## src/rtl/tsb_pkg.sv

```systemverilog
package tsb_pkg;
  localparam int DW              = 32;
  localparam int SEC_W           = 40;
  localparam int TICK_W          = 28;
  localparam int SEC_HI_W        = SEC_W - DW;
  localparam int WORDS_PER_STAMP = 3;
  localparam int N_EVT           = 4;
  localparam int STAMP_NOW       = 0;
  localparam int STAMP_TRG       = 1;
  localparam int STAMP_EVT0      = 2;
  localparam int N_STAMP         = STAMP_EVT0 + N_EVT;
  localparam int N_WORDS         = N_STAMP * WORDS_PER_STAMP;

  typedef struct packed {
    logic [SEC_W-1:0]  sec;
    logic [TICK_W-1:0] tick;
  } stamp_t;

  typedef enum logic [1:0] {
    F_SEC_HI = 2'd0,
    F_SEC_LO = 2'd1,
    F_TICK   = 2'd2
  } field_e;

  function automatic logic [DW-1:0] stamp_word(stamp_t s, field_e f);
    logic [DW-1:0] w;
    w = '0;
    case (f)
      F_SEC_HI: w[SEC_HI_W-1:0] = s.sec[SEC_W-1:DW];
      F_SEC_LO: w               = s.sec[DW-1:0];
      F_TICK:   w[TICK_W-1:0]   = s.tick;
      default:  w               = '0;
    endcase
    return w;
  endfunction
endpackage

```

## src/rtl/tsb_bus_port.sv

```systemverilog
module tsb_bus_port
  import tsb_pkg::*;
#(
  parameter int ADR_W = 7
) (
  input  logic             clk_i,
  input  logic             rst_ni,
  input  logic             cyc_i,
  input  logic             stb_i,
  input  logic             we_i,
  input  logic [ADR_W-1:0] adr_i,
  output logic             wr_o,
  output logic             rd_o,
  output logic [ADR_W-3:0] grp_o,
  output field_e           fld_o,
  output logic             ack_o
);
  localparam int WIDX_W = ADR_W - 2;

  logic              req;
  logic [WIDX_W-1:0] widx;
  logic [WIDX_W-1:0] sub_full;
  logic              unused_bits;

  assign req         = cyc_i & stb_i;
  assign wr_o        = req & we_i;
  assign rd_o        = req & ~we_i;
  assign widx        = adr_i[ADR_W-1:2];
  assign grp_o       = widx / WIDX_W'(WORDS_PER_STAMP);
  assign sub_full    = widx % WIDX_W'(WORDS_PER_STAMP);
  assign fld_o       = field_e'(sub_full[1:0]);
  assign unused_bits = ^{adr_i[1:0], sub_full[WIDX_W-1:2]};

  always_ff @(posedge clk_i or negedge rst_ni) begin
    if (!rst_ni) ack_o <= 1'b0;
    else         ack_o <= req;
  end
endmodule

```

## src/rtl/tsb_write_path.sv

```systemverilog
module tsb_write_path
  import tsb_pkg::*;
#(
  parameter int GRP_W = 5
) (
  input  logic                clk_i,
  input  logic                rst_ni,
  input  logic                wr_i,
  input  logic [GRP_W-1:0]    grp_i,
  input  field_e              fld_i,
  input  logic [DW-1:0]       dat_i,
  output logic                ld_hi_o,
  output logic                ld_lo_o,
  output logic                ld_tick_o,
  output logic [SEC_HI_W-1:0] ld_hi_val_o,
  output logic [DW-1:0]       ld_lo_val_o,
  output logic [TICK_W-1:0]   ld_tick_val_o,
  output stamp_t              trg_o
);
  logic wr_now, wr_trg;

  assign wr_now = wr_i && (grp_i == GRP_W'(STAMP_NOW));
  assign wr_trg = wr_i && (grp_i == GRP_W'(STAMP_TRG));

  // load pulses toward the counter logic; no local copy of running time
  always_ff @(posedge clk_i or negedge rst_ni) begin
    if (!rst_ni) begin
      ld_hi_o       <= 1'b0;
      ld_lo_o       <= 1'b0;
      ld_tick_o     <= 1'b0;
      ld_hi_val_o   <= '0;
      ld_lo_val_o   <= '0;
      ld_tick_val_o <= '0;
    end else begin
      ld_hi_o   <= wr_now && (fld_i == F_SEC_HI);
      ld_lo_o   <= wr_now && (fld_i == F_SEC_LO);
      ld_tick_o <= wr_now && (fld_i == F_TICK);
      if (wr_now) begin
        ld_hi_val_o   <= dat_i[SEC_HI_W-1:0];
        ld_lo_val_o   <= dat_i;
        ld_tick_val_o <= dat_i[TICK_W-1:0];
      end
    end
  end

  always_ff @(posedge clk_i or negedge rst_ni) begin
    if (!rst_ni) begin
      trg_o <= '0;
    end else if (wr_trg) begin
      case (fld_i)
        F_SEC_HI: trg_o.sec[SEC_W-1:DW] <= dat_i[SEC_HI_W-1:0];
        F_SEC_LO: trg_o.sec[DW-1:0]     <= dat_i;
        F_TICK:   trg_o.tick            <= dat_i[TICK_W-1:0];
        default:  ;
      endcase
    end
  end
endmodule

```

## src/rtl/tsb_read_mux.sv

```systemverilog
module tsb_read_mux
  import tsb_pkg::*;
#(
  parameter int GRP_W = 5
) (
  input  logic                   clk_i,
  input  logic                   rst_ni,
  input  logic                   rd_i,
  input  logic [GRP_W-1:0]       grp_i,
  input  field_e                 fld_i,
  input  stamp_t                 now_i,
  input  stamp_t                 trg_i,
  input  stamp_t [N_EVT-1:0]     evt_i,
  output logic [DW-1:0]          dat_o
);
  stamp_t        tbl [N_STAMP];
  logic [DW-1:0] rd_word;

  assign tbl[STAMP_NOW] = now_i;
  assign tbl[STAMP_TRG] = trg_i;
  for (genvar k = 0; k < N_EVT; k++) begin : g_evt
    assign tbl[STAMP_EVT0+k] = evt_i[k];
  end

  always_comb begin
    rd_word = '0;
    for (int i = 0; i < N_STAMP; i++)
      if (grp_i == GRP_W'(i)) rd_word = stamp_word(tbl[i], fld_i);
  end

  always_ff @(posedge clk_i or negedge rst_ni) begin
    if (!rst_ni) dat_o <= '0;
    else         dat_o <= rd_i ? rd_word : '0;
  end
endmodule

```

## src/rtl/tstamp_reg_bank.sv

```systemverilog
module tstamp_reg_bank
  import tsb_pkg::*;
#(
  parameter int ADR_W = 7
) (
  input  logic                             clk_i,
  input  logic                             rst_ni,
  input  logic                             wb_cyc_i,
  input  logic                             wb_stb_i,
  input  logic                             wb_we_i,
  input  logic [ADR_W-1:0]                 wb_adr_i,
  input  logic [DW-1:0]                    wb_dat_i,
  output logic [DW-1:0]                    wb_dat_o,
  output logic                             wb_ack_o,
  output logic                             wb_stall_o,
  output logic                             wb_err_o,
  output logic                             wb_rty_o,
  input  logic [SEC_W-1:0]                 now_sec_i,
  input  logic [TICK_W-1:0]                now_tick_i,
  output logic                             ld_sec_hi_o,
  output logic                             ld_sec_lo_o,
  output logic                             ld_tick_o,
  output logic [SEC_HI_W-1:0]              ld_sec_hi_val_o,
  output logic [DW-1:0]                    ld_sec_lo_val_o,
  output logic [TICK_W-1:0]                ld_tick_val_o,
  output logic [SEC_W-1:0]                 trg_sec_o,
  output logic [TICK_W-1:0]                trg_tick_o,
  input  logic [N_EVT-1:0][SEC_W-1:0]      evt_sec_i,
  input  logic [N_EVT-1:0][TICK_W-1:0]     evt_tick_i
);
  localparam int GRP_W = ADR_W - 2;

  logic               wr, rd;
  logic [GRP_W-1:0]   grp;
  field_e             fld;
  stamp_t             trg;
  stamp_t             now;
  stamp_t [N_EVT-1:0] evt;

  assign wb_stall_o = 1'b0;
  assign wb_err_o   = 1'b0;
  assign wb_rty_o   = 1'b0;
  assign now        = {now_sec_i, now_tick_i};
  assign trg_sec_o  = trg.sec;
  assign trg_tick_o = trg.tick;

  for (genvar k = 0; k < N_EVT; k++) begin : g_evt
    assign evt[k] = {evt_sec_i[k], evt_tick_i[k]};
  end

  tsb_bus_port #(.ADR_W(ADR_W)) u_bus (
    .clk_i  (clk_i),
    .rst_ni (rst_ni),
    .cyc_i  (wb_cyc_i),
    .stb_i  (wb_stb_i),
    .we_i   (wb_we_i),
    .adr_i  (wb_adr_i),
    .wr_o   (wr),
    .rd_o   (rd),
    .grp_o  (grp),
    .fld_o  (fld),
    .ack_o  (wb_ack_o)
  );

  tsb_write_path #(.GRP_W(GRP_W)) u_wr (
    .clk_i         (clk_i),
    .rst_ni        (rst_ni),
    .wr_i          (wr),
    .grp_i         (grp),
    .fld_i         (fld),
    .dat_i         (wb_dat_i),
    .ld_hi_o       (ld_sec_hi_o),
    .ld_lo_o       (ld_sec_lo_o),
    .ld_tick_o     (ld_tick_o),
    .ld_hi_val_o   (ld_sec_hi_val_o),
    .ld_lo_val_o   (ld_sec_lo_val_o),
    .ld_tick_val_o (ld_tick_val_o),
    .trg_o         (trg)
  );

  tsb_read_mux #(.GRP_W(GRP_W)) u_rd (
    .clk_i  (clk_i),
    .rst_ni (rst_ni),
    .rd_i   (rd),
    .grp_i  (grp),
    .fld_i  (fld),
    .now_i  (now),
    .trg_i  (trg),
    .evt_i  (evt),
    .dat_o  (wb_dat_o)
  );
endmodule

```

## config.mk

```make
export PLATFORM = sky130hd
export DESIGN_NAME = tstamp_reg_bank
export DESIGN_NICKNAME = d
export VERILOG_FILES = /design/src/rtl/tsb_pkg.sv /design/src/rtl/tsb_bus_port.sv /design/src/rtl/tsb_write_path.sv /design/src/rtl/tsb_read_mux.sv /design/src/rtl/tstamp_reg_bank.sv
export SDC_FILE = /design/constraint.sdc
export NUM_CORES = 1
export LEC_CHECK = 0
export ABC_AREA = 1
export BUFFER_PORTS_ARGS = -buffer_cell sky130_fd_sc_hd__buf_2
export CORE_MARGIN = 8
export CORE_UTILIZATION = 25
export DETAILED_ROUTE_END_ITERATION = 10
export MAX_ROUTING_LAYER = met4
export SLEW_MARGIN = 20
export SYNTH_ARGS = -nofsm -noshare
export SYNTH_HDL_FRONTEND = slang
export SYNTH_SLANG_ARGS = --single-unit
```

## constraint.sdc

```tcl
create_clock -name clk_i -period 1.4 [get_ports clk_i]
set_input_delay 0.21 -clock clk_i [delete_from_list [all_inputs] [get_ports clk_i]]
set_output_delay 0.21 -clock clk_i [all_outputs]
set_load 0.01 [all_outputs]
```

==> Word-level counts from Yosys, hierarchy flattened <==
Index checks and enable logic that the tools add are counted.
{ "word_totals": {"register_bits": 172, "word_cells": 59, "in_bits": 384} }
{ "classes": {"n_reduce_logical": 10, "n_mux": 25, "eq_ne": 7, "bitwise_logic": 4, "div": 2} }
{ "ops": {"columns": ["cell", "n"], "rows": [
  ["one-hot mux 20 bit (2 select lines)", 6],
  ["two-way mux 32 bit", 7],
  ["one-hot mux 8 bit (3 select lines)", 6],
  ["two-way mux 4 bit", 6],
  ["== test 5 x 2 -> 1 bit (second input constant)", 2],
  ["== test 5 x 3 -> 1 bit (second input constant)", 2],
  ["AND reduction 2 bit", 3],
  ["divider 5 x 2 -> 5 bit (second input constant)", 1],
  ["== test 5 x 1 -> 1 bit (second input constant)", 1],
  ["logical AND 1 bit", 5],
  ["zero test 5 bit", 1],
  ["modulo 5 x 2 -> 5 bit (second input constant)", 1],
  ["AND 1 bit", 3],
  ["== test 2 x 1 -> 1 bit (second input constant)", 1],
  ["== test 2 bit (second input constant)", 1],
  ["zero test 2 bit", 1],
  ["NOT 1 bit", 1]
]} }

==> Depth between registers and ports, before layout <==
Gate-level depths: netlist of the first run.
{ "depth": {"word_depth": 10, "depth_mapped": 36} }

==> Modules after synthesis <==
Synthesis of the first run repeated with hierarchy kept, for this count alone.
{ "hier_totals": {"cells_unflattened": 1506, "area_unflattened_um2": 9720.6} }
{ "by_module_without_submodules": {"columns": ["module", "area_per_inst_um2", "cells_each", "seq_area_each_um2", "n_inst"], "rows": [
  ["tsb_read_mux", 5001.0, 960, 800.8, 1],
  ["tsb_write_path", 4414.2, 491, 2577.5, 1],
  ["tsb_bus_port", 279.0, 51, 25.0, 1],
  ["tstamp_reg_bank", 26.3, 4, 0.0, 1]
]} }

==> Worst setup path after synthesis of the first run <==
Ideal clock, no wire load.
{ "synth_path": {"path_kind": "in2reg", "start": "input port wb_adr_i[5]", "end": "register u_rd.dat_o[27]", "t_arrival_ns": 3.817, "stages": 30, "n_path_buf": 5, "path_slack_ns": -2.495, "cell_sequence": "clkbuf_1 > ha_1 > or2_2 > nand2_1 > nand2_1 > nand2_1 > nand3_1 > nand3_2 > nand2_1 > nand2_1 > inv_1 > ha_1 > inv_1 > nand2_1 > inv_1 > nand2_1 > nor2_1 > buf_2 > nor2_1 > nor2_1 > ha_1 > clkbuf_1 > clkbuf_1 > buf_1 > nand2_1 > a21oi_1 > o211ai_1 > nand2_1 > o21ai_0 > a21oi_1"} }
{ "synth_via": {"elab_chain_len": 10} }
{ "synth_rtl": {"columns": ["element", "line", "text"], "rows": [
  ["start: declaration", "tstamp_reg_bank.sv:11", "input logic [ADR_W-1:0] wb_adr_i,"],
  ["modulo 5 x 2 -> 5 bit", "tsb_bus_port.sv:30", "assign sub_full = widx % WIDX_W'(WORDS_PER_STAMP);"],
  ["== test 2 bit / == test 2 x 1 -> 1 bit (equally long branches)", "tsb_pkg.sv:28", "case (f)"],
  ["one-hot mux 20 bit (2 select lines)", "tsb_pkg.sv:28", null],
  ["two-way mux 32 bit (5 in series)", "tsb_read_mux.sv:28", "if (grp_i == GRP_W'(i)) rd_word = stamp_word(tbl[i], fld_i);"],
  ["two-way mux 32 bit (*)", "tsb_read_mux.sv:28", null],
  ["two-way mux 32 bit (*)", "tsb_read_mux.sv:33", "else dat_o <= rd_i ? rd_word : '0;"],
  ["end signal: assignment", "tsb_read_mux.sv:33", null],
  ["end: declaration", "tsb_read_mux.sv:14", "output logic [DW-1:0] dat_o"]
]} }
Mark *: on every way between the ends. The rest lies on a longest branch, timed or not.
A chain may end at the register's enable or synchronous reset.

==> Worst setup path after layout of the first run <==
{ "layout_path": {"start": "input port wb_adr_i[5]", "end": "register u_rd.dat_o[12]"} }
Same word-level chain as after synthesis.

==> key figures, run 1 <==
Outcome
  – Outcome: finished, violations left
  – Failing checks: setup timing

Setup path
  – RR Startpoint: u_wr.trg_o[66]
  – Crit path kind: in2reg
  – Critical path buffer and inverter count: 12
  – R2R Setup Slk: 0.06 ns
  – Critical path depth: 33
  – Most Frequent Cell on Critical Path: nand2_2
  – Crit end category: register
  – CP startpoint kind: input port
  – Critical path's slowest cell: a22o_4
  – CP endpoint: u_rd.dat_o[12]
  – Worst Path Arrival: 3.43 ns
  – Reg2reg end: u_rd.dat_o[6]
  – Crit path launch: wb_adr_i[5]
  – Largest stage delay, worst path: 0.26 ns
  – WP data required: 1.75 ns
  – CP top delay family: simple AND/OR/NAND/NOR gates
  – R2R depth: 6
  – Crit-path max FO: 5

Floorplanning
  – Die X: 216 um
  – Core box area: 39600 um2
  – Die Ht: 216 um
  – IO Count: 559
  – Initial Util: 25.2%
  – Die footprint: 46600 um2
  – # rows: 73

Logic synthesis
  – Synth Area in Compound Gates: 17.9%
  – Top-area cell type share of the netlist area: 34.0%
  – Synth cell types: 37
  – Yosys Warn Count: 0
  – Main combinational cell family by area after synthesis: simple AND/OR/NAND/NOR gates
  – Post-synth EDFFs: 0
  – Post-Synthesis Cells: 1523
  – Register bit total from synthesis: 136
  – Dominant cells by area after synthesis: dfrtp_1 34%, nand2_1 23%, nand3_1 6.3%, a22o_1 5.9%, a21oi_1 4.8%
  – Mux contribution to synthesized area: 0%
  – XOR/XNOR share of the synthesized area: 0%
  – Commonest cells post-synth: 614 x nand2_1, 136 x dfrtp_1, 125 x nand3_1, 96 x a21oi_1, 86 x inv_1
  – Sequential fraction of the synthesis area: 34.0%
  – Post-synthesis async set-or-reset flop share: 100%
  – Cell taking the most area after synthesis: dfrtp_1
  – Most common cell in the netlist: nand2_1
  – Simple-gate share of the synthesized area: 35.3%
  – Mapped Area: 10000 um2
  – Top_reg_cell synth: dfrtp_1
  – Avg Inst Size Synth: 6.56 um2
  – Post-Synth Adder-Cell Area: 0.876%

Job
  – Total of max-cap violations: 0

Power and ir drop
  – Power Dens Cells: 1180 nW/um2
  – Psw: 8.35 mW
  – Switch share: 41.7%
  – Int Pwr: 11.7 mW
  – Combinational share of power: 52.7%
  – Leakage power total: 9.08 nW
  – Reg power frac: 23.9%
  – Clk network pwr share: 23.4%
  – Peak VDD IR: 0.837 mV

Route
  – Drt drc: 0
  – Vias per cell: 4.92
  – Initial DRC count: 904
  – Routed vias: 13500
  – Wire length per cell: 22.9 um
  – DR pass1 iterations: 5
  – Post-Route WL: 62700 um
  – Antenna-violating nets left: 0

Timing
  – Max Slew Vio Count: 0
  – Fmax achieved: 325 MHz
  – Clk_skew: 0.0126 ns
  – Crit path time final: 3.08 ns
  – RSZ-0062 raised after global routing: true
  – Final setup vio count: 135
  – Final worst-path cycle share: 220%
  – Final Hold Fails: 0
  – Final WS setup: -1.68 ns

Placed design
  – Post-DP HPWL: 47200 um
  – Buffers added on ports: 553
  – GP Congestion: 0.973
  – Placed cells: 2609

Clocking
  – Sink Count: 136
  – Num CTS Buffers: 17
  – CTS max path bufs: 2
  – Skew-Pair Late Insertion Delay: 0.45 ns
  – CTS tree: yes
  – H-tree level count: 4
  – Worst-path clk slew: 0.07 ns
  – Clk root buf: clkbuf_16

GRT
  – GRT Util Overall: 25.9%
  – First-pass GRT wire length: 89400 um
  – Pin count of the biggest net entering global routing: 40
  – Global route overflow: 0
  – Initial antenna violation count: 18
  – Vias in the first global route: 13900

Finish
  – Layout Cells excl Fill: 2739
  – Proportion of layout cells with a drive suffix above 1: 47.0%
  – Final nets: 2577
  – Synth-to-Final Area Change: 70.6%
  – Util after Layout: 43.0%

Min path
  – HP Class: in2reg
-- stage by stage --
step | area (um2) | TNS, ns | setup slack (ns) | hold WS (ns) | power [mW]
floorplan | 10400 | -213.82 | -1.92 | -0.0856 | 9.33
global placement | 14200 | -277.63 | -2.60 | 0.114 | 13.3
detailed placement | 14200 | -281.52 | -2.64 | 0.113 | 13.3
CTS | 16100 | -186.82 | -1.67 | 0.00184 | 19.5
global route | 17100 | -206.18 | -1.86 | 0.0229 | 21.1
finish | 17100 | -185.05 | -1.68 | 0.0286 | 20.0
-- power by group through the flow --
stage | clock [mW] | sequential, mW | combinational [mW]
floorplan | 0 | 4.99 | 4.33
global placement | 0 | 4.83 | 8.46
detailed placement | 0 | 4.85 | 8.49
CTS | 4.75 | 4.78 | 9.94
global route | 4.91 | 4.84 | 11.4
finish | 4.68 | 4.79 | 10.6
-- registers in the layout, indices dropped and copies added, names as in the netlist --
name	count
u_wr.trg_o	68
u_rd.dat_o	32
u_wr.ld_tick_val_o	27
u_wr.ld_lo_val_o	5
u_bus.ack_o	1
u_wr.ld_hi_o	1
u_wr.ld_lo_o	1
u_wr.ld_tick_o	1
-- tightest hold or removal path, cell delays in order --
cell and delay, ns:
buf_2 0.12, nand2_2 0.05, nand2_1 0.05
-- per-layer routing --
layer,wire length (um),track usage [%],vias to the layer above
li1,-,-,6293
met1,25800,31.2,6476
met2,30700,42.6,625
met3,4290,5.82,82
met4,1940,8.25,0
met5,0,-,-
-- area by class of cell --
cell class / count / area (um2)
diodes: 16 / 40.0
clock buffers: 18 / 429
clock inverters: 13 / 145
fillers: 4141 / 22600
inverters: 96 / 414
multi-input cells: 1150 / 6400
flip-flops and latches: 136 / 3400
well taps: 525 / 657
repair buffers: 784 / 5560
repair inverters: 1 / 3.75
-- worst min-delay path by stage --
| stage | slack [ns] | from | cells after the start | endpoint |
|---|---|---|---|---|
| after floorplan | -0.09 | rst_ni | 0 | u_bus.ack_o |
| after global placement | 0.11 | rst_ni | 1 | u_wr.ld_tick_val_o[20] |
| after detailed placement | 0.11 | rst_ni | 1 | u_wr.ld_tick_val_o[8] |
| after CTS | 0.002 | wb_dat_i[23] | 3 | u_wr.trg_o[23] |
| after global routing | 0.02 | wb_dat_i[23] | 3 | u_wr.trg_o[51] |
| final | 0.03 | wb_dat_i[23] | 3 | u_wr.trg_o[51] |
-- timing repair --
item | in CTS | in global routing
endpoints found under the hold margin | 149 | 0
gates resized for setup | 159 | 162
endpoints found under the setup margin | 135 | 135
hold buffers | 11 | 0
pin swaps | 59 | 69
buffers inserted | 35 | 23
cloned | 11 | 13
-- kinds of logic after synthesis --
kind of cell    count (synthesis)
flops                         136
simple gates                  850
other cells                     1
compound gates                286
buf+inv                       243
fa+ha+maj                       7
-- cells in the final DEF, fill, tap and decap left out, types with 21 or more instances in the layout --
cell type / synthesis / routed
a22o_1: 67 / 60
buf_12: 0 / 42
o21ai_2: 2 / 21
nand2_1: 614 / 563
a21oi_2: 5 / 37
a21oi_1: 96 / 63
buf_6: 8 / 26
dfrtp_1: 136 / 136
o21ai_0: 70 / 24
buf_4: 50 / 132
inv_1: 86 / 72
buf_2: 15 / 548
nand3_1: 125 / 107
nor2_1: 75 / 51
nand2_2: 6 / 45
o21ai_1: 12 / 38
clkbuf_16: 0 / 28
Power figures use the tool's default switching activity.
==> run 2: changes to the inputs <==
- clock period: 1.4 -> 3.94 ns (I/O delays scaled with it)
==> run 2 against run 1 <==
  * The flow now finishes without violations
  * Via count down 6.4%
  * Critical path depth down 7
  * Routed wire length down 11%
  * Sequential power down 65%
  * Die area unchanged
  * First-iteration DRC count down 7.5%
  * Largest power group unchanged
  * Highest routed layer unchanged
==> key figures, run 2 (synthesized netlist as in run 1, its figures left out) <==
Finish
  – Util after Layout: 36.7%
  – Largest Register: u_wr.trg_o
  – Fillers: 4328
  – Top flop regs: u_wr.trg_o (68), u_rd.dat_o (32), u_wr.ld_tick_val_o (27)
  – Most frequent cells in the layout: 609 x nand2_1, 552 x buf_2, 136 x dfrtp_1
  – Max FFs per register: 68
  – Proportion of layout cells with a drive suffix above 1: 36.9%
  – Footprint of the multi-input gates: 5550 um2
  – Synth-to-Final Area Change: 45.3%
  – Sequential cell area: 3400 um2
  – Commonest non-fill, non-tap cell in the layout: nand2_1
  – Final nets: 2454
  – Finished layout cell area: 14500 um2

Setup path
  – WP data required: 4.32 ns
  – Worst Path Arrival: 4.10 ns
  – R2R depth: 9
  – Crit end category: register
  – CP startpoint kind: input port
  – R2R Setup Slk: 2.50 ns
  – RR Startpoint: u_wr.trg_o[10]
  – Crit path launch: wb_adr_i[6]
  – Crit-path max FO: 52
  – Crit path kind: in2reg

Clocking
  – Num CTS Buffers: 17
  – CTS tree: yes
  – Clk root buf: clkbuf_16
  – CTS max path bufs: 2
  – Skew-Pair Late Insertion Delay: 0.45 ns
  – H-tree level count: 4
  – Sink Count: 136
  – Worst-path clk slew: 0.06 ns

Placed design
  – GP Congestion: 0.917
  – Buffers added on ports: 553
  – Placed cell areas: 13700 um2
  – Post-DP HPWL: 44400 um
  – Pre-CTS WS: -0.610 ns

Floorplanning
  – Die footprint: 46600 um2
  – Die X: 216 um
  – Die Ht: 216 um
  – Initial Util: 25.2%
  – IO Count: 559
  – Core box area: 39600 um2
  – # rows: 73

Route
  – DR pass1 iterations: 5
  – Drt drc: 0
  – Routed vias: 12600
  – Antenna-violating nets left: 0
  – Wire length per cell: 21.4 um
  – Vias per cell: 4.84
  – Initial DRC count: 836
  – Post-Route WL: 55600 um

GRT
  – Global route overflow: 0
  – Vias in the first global route: 12900
  – Initial antenna violation count: 4
  – First-pass GRT wire length: 81200 um
  – Pin count of the biggest net entering global routing: 72
  – GRT Util Overall: 23.4%

Timing
  – Final WS setup: 0.218 ns
  – Slew @ Worst Pin: 0.928 ns
  – Final Hold Fails: 0
  – Max Slew Vio Count: 0
  – Setup TNS: 0 ns
  – Clk_skew: 0.00479 ns
  – Crit path time final: 3.72 ns
  – Final setup vio count: 0
  – Fmax achieved: 269 MHz
  – Final worst-path cycle share: 94.5%
  – Slew HR: 38.0%

Outcome
  – Outcome: completed

Power and ir drop
  – Leakage power total: 8.04 nW
  – Power Dens Cells: 436 nW/um2
  – Peak VDD IR: 0.305 mV

Job
  – Total of max-cap violations: 0

Min path
  – HP Class: in2async
[run 2: changes by cell type in the layout (fill, tap and decap cells not counted), moves of 25 or more]
cell     change
a21oi_1     +26
nand2_1     +46
nand2_2     -34
o21ai_0     +44
buf_4       -46
a21oi_2     -25
[run 2: timing repair]
item                                    4_1_cts  5_1_grt
hold buffers                                  0        0
pin swaps                                     0        7
gates resized for setup                       3       31
setup buffers                                 0        7
gates cloned                                  0        2
endpoints found under the setup margin        2       60
[run 2: per-layer routing]
metal  vias up  part of all wire (%)  global-route usage (%)  routed length (um)
met5         -                     0                       -                   0
li1       5998                     -                       -                   -
met3        64                   7.0                    5.03                3910
met1      5952                    42                    28.6               23600
met4         0                   3.0                    7.98                1650
met2       602                    48                    38.1               26500
[run 2: cell type report]
class                           count  area share, %
Multi-Input combinational cell   1146           38.2
Timing Repair Buffer              666           27.2
Sequential cell                   136           23.4
Tap cell                          525           4.52
Clock buffer                       20           3.21
Inverter                           96           2.52
Clock inverter                     12          0.792
Antenna cell                        4         0.0689
[run 2: metrics by stage]
step | hold slack (ns) | power (mW) | std cells
after detailed placement | 0.477 | 4.64 | 2560
after global placement | 0.458 | 4.62 | 2560
after CTS | 0.207 | 6.30 | 2592
after floorplan | 0.295 | 3.19 | 1525
after global routing | 0.229 | 6.72 | 2604
final | 0.181 | 6.34 | 2605
[run 2: worst paths after layout]
kind / endpoint
max in group asynchronous: u_wr.trg_o[47]
min in group clk_i: u_wr.trg_o[49]
worst min-delay path: u_wr.trg_o[12]
worst max-delay path: u_rd.dat_o[15]
worst max register to register: u_rd.dat_o[10]
worst min register to register: u_wr.ld_lo_val_o[28]
[run 2: critical path: stages]
cell and delay (ns):
buf_2 0.11, ha_1 0.20, or2_2 0.32, nand2_2 0.11, nand2_1 0.07, nand2_1 0.06
nand3_1 0.10, nand3_2 0.09, nand2_1 0.08, nand2_2 0.07, inv_1 0.06, ha_1 0.17
inv_1 0.05, nand2_1 0.05, inv_2 0.08, nand2_2 0.07, o21a_2 0.24, inv_1 0.16
ha_4 0.20, buf_6 0.17, buf_16 0.23, a22o_1 0.19, nand2_1 0.04, o21ai_0 0.37
a21oi_1 0.07, a21oi_1 0.15
[run 2: where the power goes]
part | internal [mW] | switching, mW | total (mW)
Sequential | 1.57 | 0.123 | 1.69
Clock | 0.924 | 0.692 | 1.62
Combinational | 1.22 | 1.81 | 3.03
==> run 3: changes to the inputs <==
--- a/config.mk
+++ b/config.mk
@@ -7,7 +7,6 @@
 export LEC_CHECK = 0
-export ABC_AREA = 1
 export BUFFER_PORTS_ARGS = -buffer_cell sky130_fd_sc_hd__buf_2
-export CORE_MARGIN = 8
-export CORE_UTILIZATION = 25
+export CORE_AREA = 8 8 212 214
 export DETAILED_ROUTE_END_ITERATION = 10
+export DIE_AREA = 0 0 220 222
 export MAX_ROUTING_LAYER = met4
--- a/constraint.sdc
+++ b/constraint.sdc
@@ -3,2 +3,2 @@
 set_output_delay 0.591 -clock clk_i [all_outputs]
-set_load 0.01 [all_outputs]
+set_load 0.1 [all_outputs]
==> run 3 against run 2 <==
  * The run now ends with setup timing left
  * Clock skew up 0.0052 ns
  * Synthesized area is 11% lower
  * Synthesized cell count shrank 42%
  * Global-route usage shrank 4.0 points
  * Utilization fell by 2.6 points
  * Cell count fell by 22%
  * Clock power is 7% higher
  * Sequential share of layout area grew 0.66 points
  * Largest cell class unchanged
  * Highest routed layer unchanged
==> key figures, run 3 <==
Timing
  – Final Hold Fails: 0
  – RSZ-0062 raised after global routing: true
  – Clk_skew: 0.00998 ns
  – Final setup vio count: 1
  – Crit path time final: 3.96 ns
  – Setup TNS: -0.0237 ns
  – Max Slew Vio Count: 0
  – Slew @ Worst Pin: 0.846 ns
  – Slew HR: 43.6%
  – Final WS setup: -0.0237 ns
  – Fmax achieved: 252 MHz
  – Final worst-path cycle share: 101%

Floorplanning
  – # rows: 75
  – Initial Util: 21.5%
  – Die Ht: 222 um
  – Die footprint: 48800 um2
  – Core box area: 41500 um2
  – IO Count: 559
  – Die X: 220 um

Finish
  – Proportion of layout cells with a drive suffix above 1: 59.7%
  – Commonest non-fill, non-tap cell in the layout: buf_2
  – Layout Cells excl Fill: 2022
  – Max FFs per register: 68
  – Sequential cell area: 3400 um2
  – Synth-to-Final Area Change: 58.1%
  – Fillers: 4287
  – Top flop regs: u_wr.trg_o (68), u_rd.dat_o (32), u_wr.ld_tick_val_o (27)
  – Footprint of the multi-input gates: 5120 um2
  – Most frequent cells in the layout: 550 x buf_2, 136 x dfrtp_1, 108 x buf_4
  – Largest Register: u_wr.trg_o
  – Final nets: 1860

GRT
  – Most Used Layer, Global Route: met2
  – Vias in the first global route: 10900
  – Global route overflow: 0
  – First-pass GRT wire length: 69800 um
  – GRT Util Overall: 19.4%
  – Routing usage on met3: 2.92%
  – Pin count of the biggest net entering global routing: 73
  – Initial antenna violation count: 1
  – Met2 Resource Use GR: 33.0%
  – Met1 Usage GRT: 23.4%

Logic synthesis
  – Yosys Warn Count: 0
  – Register bit total from synthesis: 136
  – Post-Synthesis Cells: 884
  – Commonest cells post-synth: 136 x dfrtp_1, 107 x a22oi_1, 67 x clkbuf_1, 61 x o21ai_0, 50 x mux2_4
  – Cell taking the most area after synthesis: dfrtp_1
  – Top_reg_cell synth: dfrtp_1
  – Dominant cells by area after synthesis: dfrtp_1 38%, a22oi_1 9.0%, mux2_4 8.4%, a222oi_1 5.4%, mux2_2 5.0%
  – Most common cell in the netlist: dfrtp_1
  – Top-area cell type share of the netlist area: 38.1%
  – Post-synthesis async set-or-reset flop share: 100%
  – Synth cell types: 58
  – Avg Inst Size Synth: 10.1 um2
  – Mapped Area: 8940 um2
  – Sequential fraction of the synthesis area: 38.1%
  – Post-synth EDFFs: 0

Setup path
  – CP top delay family: compound AO/OA/AOI/OAI gates
  – Cell Chain, Critical Path: buf_8 > ha_4 > nor4b_4 > nor4b_4 > or2_4 > ha_4 > a21boi_4 > o221a_4 > nor2_4 > nor2_2 > o22ai_2 > inv_2 > ha_4 > buf_12 > a222oi_1 > buf_4 > nor3_2 > a21oi_1 > o22ai_1
  – WP data required: 4.25 ns
  – Critical path buffer and inverter count: 4
  – Most Frequent Cell on Critical Path: ha_4
  – Critical path's slowest cell: a222oi_1
  – Worst Path Arrival: 4.27 ns
  – Crit path kind: in2reg
  – Crit-path max FO: 12
  – CP startpoint kind: input port
  – Crit end category: register
  – Largest stage delay, worst path: 0.62 ns

Placed design
  – Buffers added on ports: 553
  – Pre-CTS WS: -0.699 ns
  – GP Congestion: 0.943
  – Post-DP HPWL: 38800 um
  – Placed cells: 1969

Clocking
  – Num CTS Buffers: 17
  – Clk root buf: clkbuf_16
  – Hold-fix buffers, CTS: 0
  – CTS tree: yes
  – CTS max path bufs: 2
  – Sink Count: 136
  – Skew-Pair Late Insertion Delay: 0.43 ns
  – H-tree level count: 4
  – Worst-path clk slew: 0.07 ns

Route
  – DR pass1 iterations: 6
  – Vias per cell: 5.08
  – Post-Route WL: 50100 um
  – Drt drc: 0
  – Wire length per cell: 24.8 um
  – Routed vias: 10300
  – Initial DRC count: 935
  – Antenna-violating nets left: 0

Job
  – Total of max-cap violations: 0

Min path
  – HP Class: in2async

Power and ir drop
  – Leakage power total: 7.19 nW
  – Peak VDD IR: 0.326 mV
  – Power Dens Cells: 533 nW/um2

Outcome
  – Outcome: finished, violations left
  – Failing checks: setup timing
## run 3: per-layer routing
| layer | routed length [um] | vias to the layer above |
|---|---|---|
| met5 | 0 | - |
| met4 | 1090 | 0 |
| met3 | 3200 | 45 |
| met2 | 25000 | 504 |
| met1 | 20700 | 5111 |
| li1 | - | 4612 |
## run 3: cell families after synthesis
| family | count (synthesis) | synth area share [%] |
|---|---|---|
| flip-flops | 136 | 38.1 |
| other | 1 | 0.0420 |
| buffers and inverters | 138 | 8.51 |
| AND/OR/NAND/NOR | 152 | 8.44 |
| multiplexers | 107 | 15.5 |
| AO/OA/AOI/OAI | 343 | 28.4 |
| adder cells (fa/ha/maj) | 7 | 0.980 |
## run 3: cell type report
type	instances	area share, %
Multi-Input combinational cell	612	36.3
Timing Repair Buffer	696	30.3
Sequential cell	136	24.1
Tap cell	539	4.77
Clock buffer	20	3.16
Clock inverter	12	1.19
Inverter	6	0.159
Antenna cell	1	0.0177
## run 3: worst paths after layout
path	start	to	slack, ns	depth (start not counted)
max	wb_adr_i[6]	u_rd.dat_o[6]	-0.02	19
min	rst_ni	u_wr.ld_lo_val_o[31]	0.15	1
max reg2reg	u_wr.trg_o[7]	u_rd.dat_o[7]	2.59	4
min reg2reg	u_wr.ld_tick_val_o[13]	u_wr.ld_tick_val_o[13]	0.51	1
max in group asynchronous	rst_ni	u_wr.trg_o[10]	2.93	2
min in group clk_i	wb_dat_i[9]	u_wr.ld_tick_val_o[9]	0.40	2
## run 3: stage by stage
stage          cell area (um2)  util [%]  hold WS (ns)  power (mW)
2_1_floorplan             9130         -         0.295        4.42
3_3_place_gp             12900      31.2         0.485        5.55
3_5_place_dp             12900      31.2         0.493        5.57
4_1_cts                  13700      32.9         0.166        7.39
5_1_grt                  14100      34.1         0.195        7.82
6_report                 14100      34.1         0.148        7.53
## run 3: power by group
part	internal [mW]	total [mW]	switching, mW
logic	1.21	4.09	2.88
clock network	1.02	1.74	0.712
registers	1.55	1.70	0.143
total	3.79	7.53	3.73
## run 3: repair_timing
action                     CTS  global route
buffers inserted             3            11
cloned                       1             7
setup endpoints to repair    9            64
resized for setup           12            63
pin swaps                    7            31
## run 3: worst reg2reg max path, cell delays in order, from the launching register on
cell and delay (ns):
dfrtp_1 0.40, a222oi_1 0.36, o22ai_1 0.12, nor3_1 0.23, nor3_1 0.10
